--- config.mk ---
export PLATFORM = sky130hd
export DESIGN_NAME = brUnit
export DESIGN_NICKNAME = d
export VERILOG_FILES = /design/src/rtl/brPkg.sv /design/src/rtl/brCtrl.sv /design/src/rtl/brDatapath.sv /design/src/rtl/brUnit.sv
export SDC_FILE = /design/constraint.sdc
export NUM_CORES = 1
export LEC_CHECK = 0
export BUFFER_PORTS_ARGS = -buffer_cell sky130_fd_sc_hd__buf_2
export CAP_MARGIN = 10
export CORE_MARGIN = 8
export CORE_UTILIZATION = 30
export DETAILED_ROUTE_END_ITERATION = 16
export PLACE_DENSITY = 0.67
export SLEW_MARGIN = 20
export SYNTH_ARGS = -nofsm -noshare
export SYNTH_HDL_FRONTEND = slang
export SYNTH_SLANG_ARGS = --single-unit
--- constraint.sdc ---
create_clock -name clk -period 5.75 [get_ports clk]
set_input_delay 0.2875 -clock clk [delete_from_list [all_inputs] [get_ports clk]]
set_output_delay 0.2875 -clock clk [all_outputs]
set_load 0.01 [all_outputs]
--- src/rtl/brPkg.sv ---
package brPkg;
  localparam int InstrW = 16;
  localparam int PcW = 16;
  localparam int OffW = 10;
  localparam int CondW = 3;
  localparam int CondLsb = OffW;
  localparam int FmtLsb = CondLsb + CondW;
  localparam int FmtW = InstrW - FmtLsb;
  localparam logic [FmtW-1:0] JumpFmt = 3'b001;

  localparam int FlagC = 0;
  localparam int FlagZ = 1;
  localparam int FlagN = 2;
  localparam int FlagV = 8;

  typedef enum logic [CondW-1:0] {
    CondNotZero  = 3'd0,
    CondZero     = 3'd1,
    CondNoCarry  = 3'd2,
    CondCarry    = 3'd3,
    CondNeg      = 3'd4,
    CondGe       = 3'd5,
    CondLt       = 3'd6,
    CondAlways   = 3'd7
  } condCode_e;

  typedef struct packed {
    logic isJump;
    logic takeBranch;
  } brStrobes_t;
endpackage

--- src/rtl/brCtrl.sv ---
module brCtrl
  import brPkg::*;
(
  input  logic [InstrW-1:0] instrWord,
  input  logic [PcW-1:0]    statusIn,
  output brStrobes_t        strobes
);
  logic fmtMatch;
  logic condMet;
  logic flagC, flagZ, flagN, flagV;
  condCode_e cond;

  assign fmtMatch = (instrWord[InstrW-1:FmtLsb] == JumpFmt);
  assign cond     = condCode_e'(instrWord[CondLsb +: CondW]);
  assign flagC    = statusIn[FlagC];
  assign flagZ    = statusIn[FlagZ];
  assign flagN    = statusIn[FlagN];
  assign flagV    = statusIn[FlagV];

  always_comb begin
    unique case (cond)
      CondNotZero: condMet = !flagZ;
      CondZero:    condMet = flagZ;
      CondNoCarry: condMet = !flagC;
      CondCarry:   condMet = flagC;
      CondNeg:     condMet = flagN;
      CondGe:      condMet = !(flagN ^ flagV);
      CondLt:      condMet = flagN ^ flagV;
      CondAlways:  condMet = 1'b1;
      default:     condMet = 1'b0;
    endcase
  end

  assign strobes.isJump     = fmtMatch;
  assign strobes.takeBranch = fmtMatch && condMet;
endmodule

--- src/rtl/brDatapath.sv ---
module brDatapath
  import brPkg::*;
#(
  parameter bit PipeOut = 1'b1
) (
  input  logic              clk,
  input  logic              rstN,
  input  logic [InstrW-1:0] instrWord,
  input  logic [PcW-1:0]    pcIn,
  input  brStrobes_t        strobes,
  output logic              isJump,
  output logic              taken,
  output logic [PcW-1:0]    nextPc
);
  localparam int ExtW = PcW - OffW - 1;

  logic [OffW-1:0] wordOff;
  logic [PcW-1:0]  byteDisp;
  logic [PcW-1:0]  targetSum;
  logic [PcW-1:0]  targetPc;
  logic [PcW-1:0]  pcSel;

  assign wordOff   = instrWord[OffW-1:0];
  assign byteDisp  = {{ExtW{wordOff[OffW-1]}}, wordOff, 1'b0};
  assign targetSum = pcIn + byteDisp;
  assign targetPc  = {targetSum[PcW-1:1], 1'b0};
  assign pcSel     = strobes.takeBranch ? targetPc : pcIn;

  generate
    if (PipeOut) begin : g_reg
      logic           jumpQ;
      logic           takenQ;
      logic [PcW-1:0] pcQ;
      always_ff @(posedge clk) begin
        if (!rstN) begin
          jumpQ  <= 1'b0;
          takenQ <= 1'b0;
          pcQ    <= '0;
        end else begin
          jumpQ  <= strobes.isJump;
          takenQ <= strobes.takeBranch;
          pcQ    <= pcSel;
        end
      end
      assign isJump = jumpQ;
      assign taken  = takenQ;
      assign nextPc = pcQ;
    end else begin : g_comb
      assign isJump = strobes.isJump;
      assign taken  = strobes.takeBranch;
      assign nextPc = pcSel;
    end
  endgenerate
endmodule

--- src/rtl/brUnit.sv ---
module brUnit
  import brPkg::*;
#(
  parameter bit PipeOut = 1'b1
) (
  input  logic              clk,
  input  logic              rstN,
  input  logic [InstrW-1:0] instrWord,
  input  logic [PcW-1:0]    pcIn,
  input  logic [PcW-1:0]    statusIn,
  output logic              isJump,
  output logic              taken,
  output logic [PcW-1:0]    nextPc
);
  brStrobes_t strobes;

  brCtrl uCtrl (
    .instrWord (instrWord),
    .statusIn  (statusIn),
    .strobes   (strobes)
  );

  brDatapath #(.PipeOut(PipeOut)) uDp (
    .clk       (clk),
    .rstN      (rstN),
    .instrWord (instrWord),
    .pcIn      (pcIn),
    .strobes   (strobes),
    .isJump    (isJump),
    .taken     (taken),
    .nextPc    (nextPc)
  );
endmodule

## Word-level counts from Yosys, hierarchy flattened

Cells that the tools add are included.

| storage, ports and cells | value |
|---|---|
| output and inout port bits | 18 |
| register bits after elaboration | 18 |

| cells by class | value |
|---|---|
| reduce and logical (&&, ||, !) cells | 6 |
| $add $sub $neg | 1 |
| mux-type cells | 2 |
| bitwise logic cells | 2 |
| equality and inequality tests | 8 |

Operators with widths:

| kind | count |
|---|---|
| adder 16 bit | 1 |
| two-way mux 16 bit | 1 |
| equality test 3 bit (second input constant) | 4 |
| one-hot mux 1 bit (8 select lines) | 1 |
| equality test 3 x 1 -> 1 bit (second input constant) | 2 |
| equality test 3 x 2 -> 1 bit (second input constant) | 2 |
| logical NOT 1 bit | 3 |
| logical NOT 3 bit | 1 |
| OR reduction 2 bit | 1 |
| logical AND 1 bit | 1 |
| NOT 1 bit | 1 |
| XOR 1 bit | 1 |

## Depth between registers and ports, before layout

| logic depth | value |
|---|---|
| word-level depth | 5 |
| depth in mapped cells | 10 |
| depth with buffers taken out | 10 |

## By module

From an unflattened synthesis, not the netlist that was laid out.

| second synthesis, totals | value |
|---|---|
| cells, all modules | 170 |
| area, all modules | 1466.4 um2 |

By module, submodules not included:

| module | area each (um2) | times used | seq. area each (um2) | cells an instance |
|---|---|---|---|---|
| brDatapath | 1357.6 | 1 | 360.3 | 158 |
| brCtrl | 108.9 | 1 | 0.0 | 12 |

## Least setup slack after synthesis

No wires, ideal clock.

| path | value |
|---|---|
| kind | input port to flip-flop |
| start | in instrWord[0] |
| end | reg uDp.g_reg.pcQ[9], in the netlist uDp.nextPc[9] |
| path slack | 3662 ps |
| arrival | 1965 ps |
| cell stages on the path | 10 |
| cells stage by stage | ha_1 inv_1 fa_1 nor2b_4 o21a_1 a311o_2 a21o_1 a21oi_2 mux2i_1 a21oi_1 |

| on the way | value |
|---|---|
| word-level cells in the longest chain between the ends | 2 |

RTL lines:

| item | RTL line | source |
|---|---|---|
| from (decl) | brUnit.sv:8 | `input logic [InstrW-1:0] instrWord,` |
| adder 16 bit | brDatapath.sv:25 | `assign targetSum = pcIn + byteDisp;` |
| two-way mux 16 bit | brDatapath.sv:27 | `assign pcSel = strobes.takeBranch ? targetPc : pcIn;` |
| to (signal assigned) | brDatapath.sv:42 | `pcQ <= pcSel;` |
| to (decl) | brDatapath.sv:33 | `logic [PcW-1:0] pcQ;` |

Every way passes these cells.
A chain may end at the register's enable or synchronous reset.

## Worst setup path in the final report

| path | value |
|---|---|
| start | in instrWord[0] |
| end | reg uDp.g_reg.pcQ[15], in the netlist uDp.nextPc[15] |

The elaborated chain is that of the path after synthesis.

==> summary.txt <==
Yosys
  • Yosys warning count: 0
  • Syn Inst Count: 159
  • Distinct cells, synth: 35
  • Area contributors post-synth: dfxtp_1 28%, ha_1 13%, a21oi_1 6.5%
  • Post-synth top area share: 27.6%
  • Yosys reg bits: 18
  • Synthesized area per cell: approximately 8.2 µm²
  • Sequential cell area fraction in the yosys report: 27.6%
  • Dominant cell type by area after synthesis: dfxtp_1
  • Mapped Nets: 224
  • Synthesized area: about 1300 µm²

Worst setup path
  • Worst path most repeated cell: mux2i_1
  • Crit Path Max Fanout: 3
  • Startpoint Class: input port
  • CP Class: input port to flip-flop
  • Top Family by Delay on Critical Path: compound AO/OA/AOI/OAI gates
  • CP cell instances: buf_2, ha_1, inv_1, fa_1, nor2b_4, o21a_1, a311o_2, a21oi_4, o21ai_1, mux2i_1, mux2i_1
  • Crit path capture type: flip-flop
  • Slowest stage delay, CP: around 440 ps
  • Worst Path Buf+Inv: 2
  • Critical path required time: between 5000 and 6000 ps
  • Crit path DAT: roughly 2300 ps
  • Slowest stage cell, crit path: a311o_2

STA
  • Setup TNS: 0 ps
  • Max Clk Rate: ~480 MHz
  • Worst Tran Pin Value: 557 ps
  • Final hold violation count: 0
  • Hold Slack: approximately 240 ps
  • Slew Limit Headroom: 62.8%
  • RSZ-0062 raised after global routing: false
  • Slew Limit Fails: 0
  • Crit share post-route: 36.2%
  • Min Tclk post-route: 2080 ps
  • Final setup vio count: 0

Detailed routing
  • Antenna Nets Post-Route: 0
  • Met2 wire len: 1660 µm
  • Top Layer Used: met4
  • DR vias/cell: 4.79
  • Routed WL per cell: approximately 13 µm
  • Drt drc: 0
  • Met3 WL post-DR: 258 µm
  • DRT Pass-1 Iters: 4
  • Iteration-0 DRC Markers: 39
  • M1 WL: 1380 µm
  • Total Routed Length: 3370 µm
  • Total number of vias: 1280

Layout
  • Antenna cell count: 0
  • Area Growth Syn to Fin: 29.4%
  • Layout cell share with drive strength beyond 1: a little under a third
  • Fin nets: 281

Pwr
  • P per Cell Area: around 210 nW/µm²
  • Switching Fraction: 29.9%
  • Clock share of power: 29.2%
  • Internal Dissipation: roughly 250 µW
  • Sequential power share: 38.1%
  • Sw power: 106 µW
  • Comb power frac: 32.8%
  • LEAKAGE: 0.000877 µW
  • Peak supply drop: between 80 and 90 µV

Die
  • Placeable Area: 4260 µm²
  • Row count: 24
  • Die Area: 6710 µm²
  • Die Width: between 80 and 90 µm
  • IO Pins: 68
  • Die height: 81.9 µm
  • Initial Util: slightly above 30%

GRT
  • Vias in the first global route: between 1000 and 1500
  • GRT overflow: 0
  • Initial antenna violation count: 0
  • Largest net degree at the start of global routing: 17
  • Gr usage total: 9.92%
  • First-pass GRT wire length: 5350 µm

Placement
  • Detailed placer's ending HPWL: approximately 2900 µm
  • GP Congestion: 0.867
  • Port Buffers: 55

Clock network
  • Worst-path clk slew: 70 ps
  • Clk buf depth: 2
  • CTS tree: yes
  • TritonCTS buffer count: 3
  • Hold-fix buffers at CTS: 0
  • Setup bufs post-CTS: 0
  • CTS H-Tree Depth: 1
  • Clk sinks: 18
  • CTS resizes: 0
  • Root Driver: clkbuf_8

Run status
  • Run status: finished clean

Run
  • Max Cap Violations: 0

Hold path
  • Worst Hold Class: input port to flip-flop
==> path summary, 6_finish.rpt <==
check	start	end	slack, ps	cells past startpoint
worst max-delay path	instrWord[0]	uDp.nextPc[15]$_SDFF_PN0_	3670	11
worst min-delay path	pcIn[0]	uDp.nextPc[0]$_SDFF_PP0_	240	2
==> synth_stat cells <==
| cell type | instances |
|---|---|
| nand3_1 | 3 |
| o21ai_1 | 1 |
| nor2_1 | 15 |
| nand3b_1 | 1 |
| inv_1 | 6 |
| nor3b_1 | 1 |
| xnor2_1 | 7 |
| a21oi_1 | 17 |
| o211ai_1 | 1 |
| fa_1 | 1 |
| nand2_1 | 14 |
| a21o_1 | 8 |
| xor2_1 | 4 |
| dfxtp_1 | 18 |
| a211oi_1 | 1 |
| o21ai_0 | 13 |
| nor3_1 | 2 |
| and3_1 | 2 |
| clkbuf_1 | 2 |
| o31ai_1 | 1 |
| a21oi_4 | 1 |
| buf_2 | 1 |
| nor2b_1 | 1 |
| and2b_2 | 1 |
| or2_2 | 1 |
| and2_1 | 3 |
| mux2i_1 | 6 |
| ha_1 | 14 |
| a311o_2 | 1 |
| a21oi_2 | 1 |
| nor2b_4 | 1 |
| o21bai_1 | 2 |
| nand4_1 | 4 |
| nand2b_1 | 2 |
| o21a_1 | 2 |
==> area by class of cell <==
| type | instances | area [µm²] |
|---|---|---|
| Tap cell | 52 | 65.1 |
| Inverter | 6 | 22.5 |
| Clock buffer | 4 | 55.1 |
| Timing Repair Buffer | 55 | 275 |
| Fill cell | 461 | 2580 |
| Multi-Input combinational cell | 132 | 908 |
| Sequential cell | 18 | 360 |
==> per-stage QoR <==
step | total power [µW] | setup WS, ps | util [%] | area, µm² | instances
CTS | 357 | 3650 | 39.6 | 1690 | 267
floorplan | 216 | 3660 | - | 1300 | 159
detailed placement | 254 | 3400 | 38.3 | 1630 | 263
finish | 353 | 3670 | 39.6 | 1690 | 267
global route | 376 | 3520 | 39.6 | 1690 | 267
global placement | 252 | 3430 | 38.3 | 1630 | 263
==> power groups by stage <==
stage / registers [µW] / logic, µW / clock network (µW)
after detailed placement: 137 / 117 / 0
after floorplan: 142 / 73.4 / 0
after CTS: 135 / 117 / 105
final: 134 / 116 / 103
after global placement: 137 / 115 / 0
after global routing: 135 / 130 / 111
==> flip-flops by register name, summed over array words and instances, names as in the netlist <==
name        flops
uDp.nextPc     16
uDp.isJump      1
uDp.taken       1
==> routing by layer <==
layer	global-route usage, %	up-vias
met2	17.8	28
li1	-	676
met5	0	-
met3	1.53	4
met1	10.8	572
met4	5.61	0
==> cells by family (layout without fill, tap and decap cells) <==
| group | Yosys count | in the layout | share of synthesized area [%] |
|---|---|---|---|
| xor+xnor | 11 | 11 | 7.39 |
| mux | 6 | 6 | 4.61 |
| flops | 18 | 18 | 27.6 |
| simple gates | 51 | 51 | 19.4 |
| fa+ha+maj | 15 | 15 | 15.0 |
| compound gates | 49 | 49 | 23.3 |
| buf+inv | 9 | 65 | 2.69 |
==> cells in the final DEF (no fill, tap or decap), types with 2 or more instances in the layout <==
master and count:
nand3_1 3, dfxtp_1 18, nand2_1 14, a21oi_1 17, mux2i_1 6, xnor2_1 7, ha_1 14, and3_1 2
nand4_1 4, o21a_1 2, a21o_1 8, clkbuf_8 4, and2_1 3, buf_2 55, xor2_1 4, nand2b_1 2
inv_1 6, nor2_1 15, o21bai_1 2, o21ai_0 13, nor3_1 2
Power figures use the tool's default switching activity.
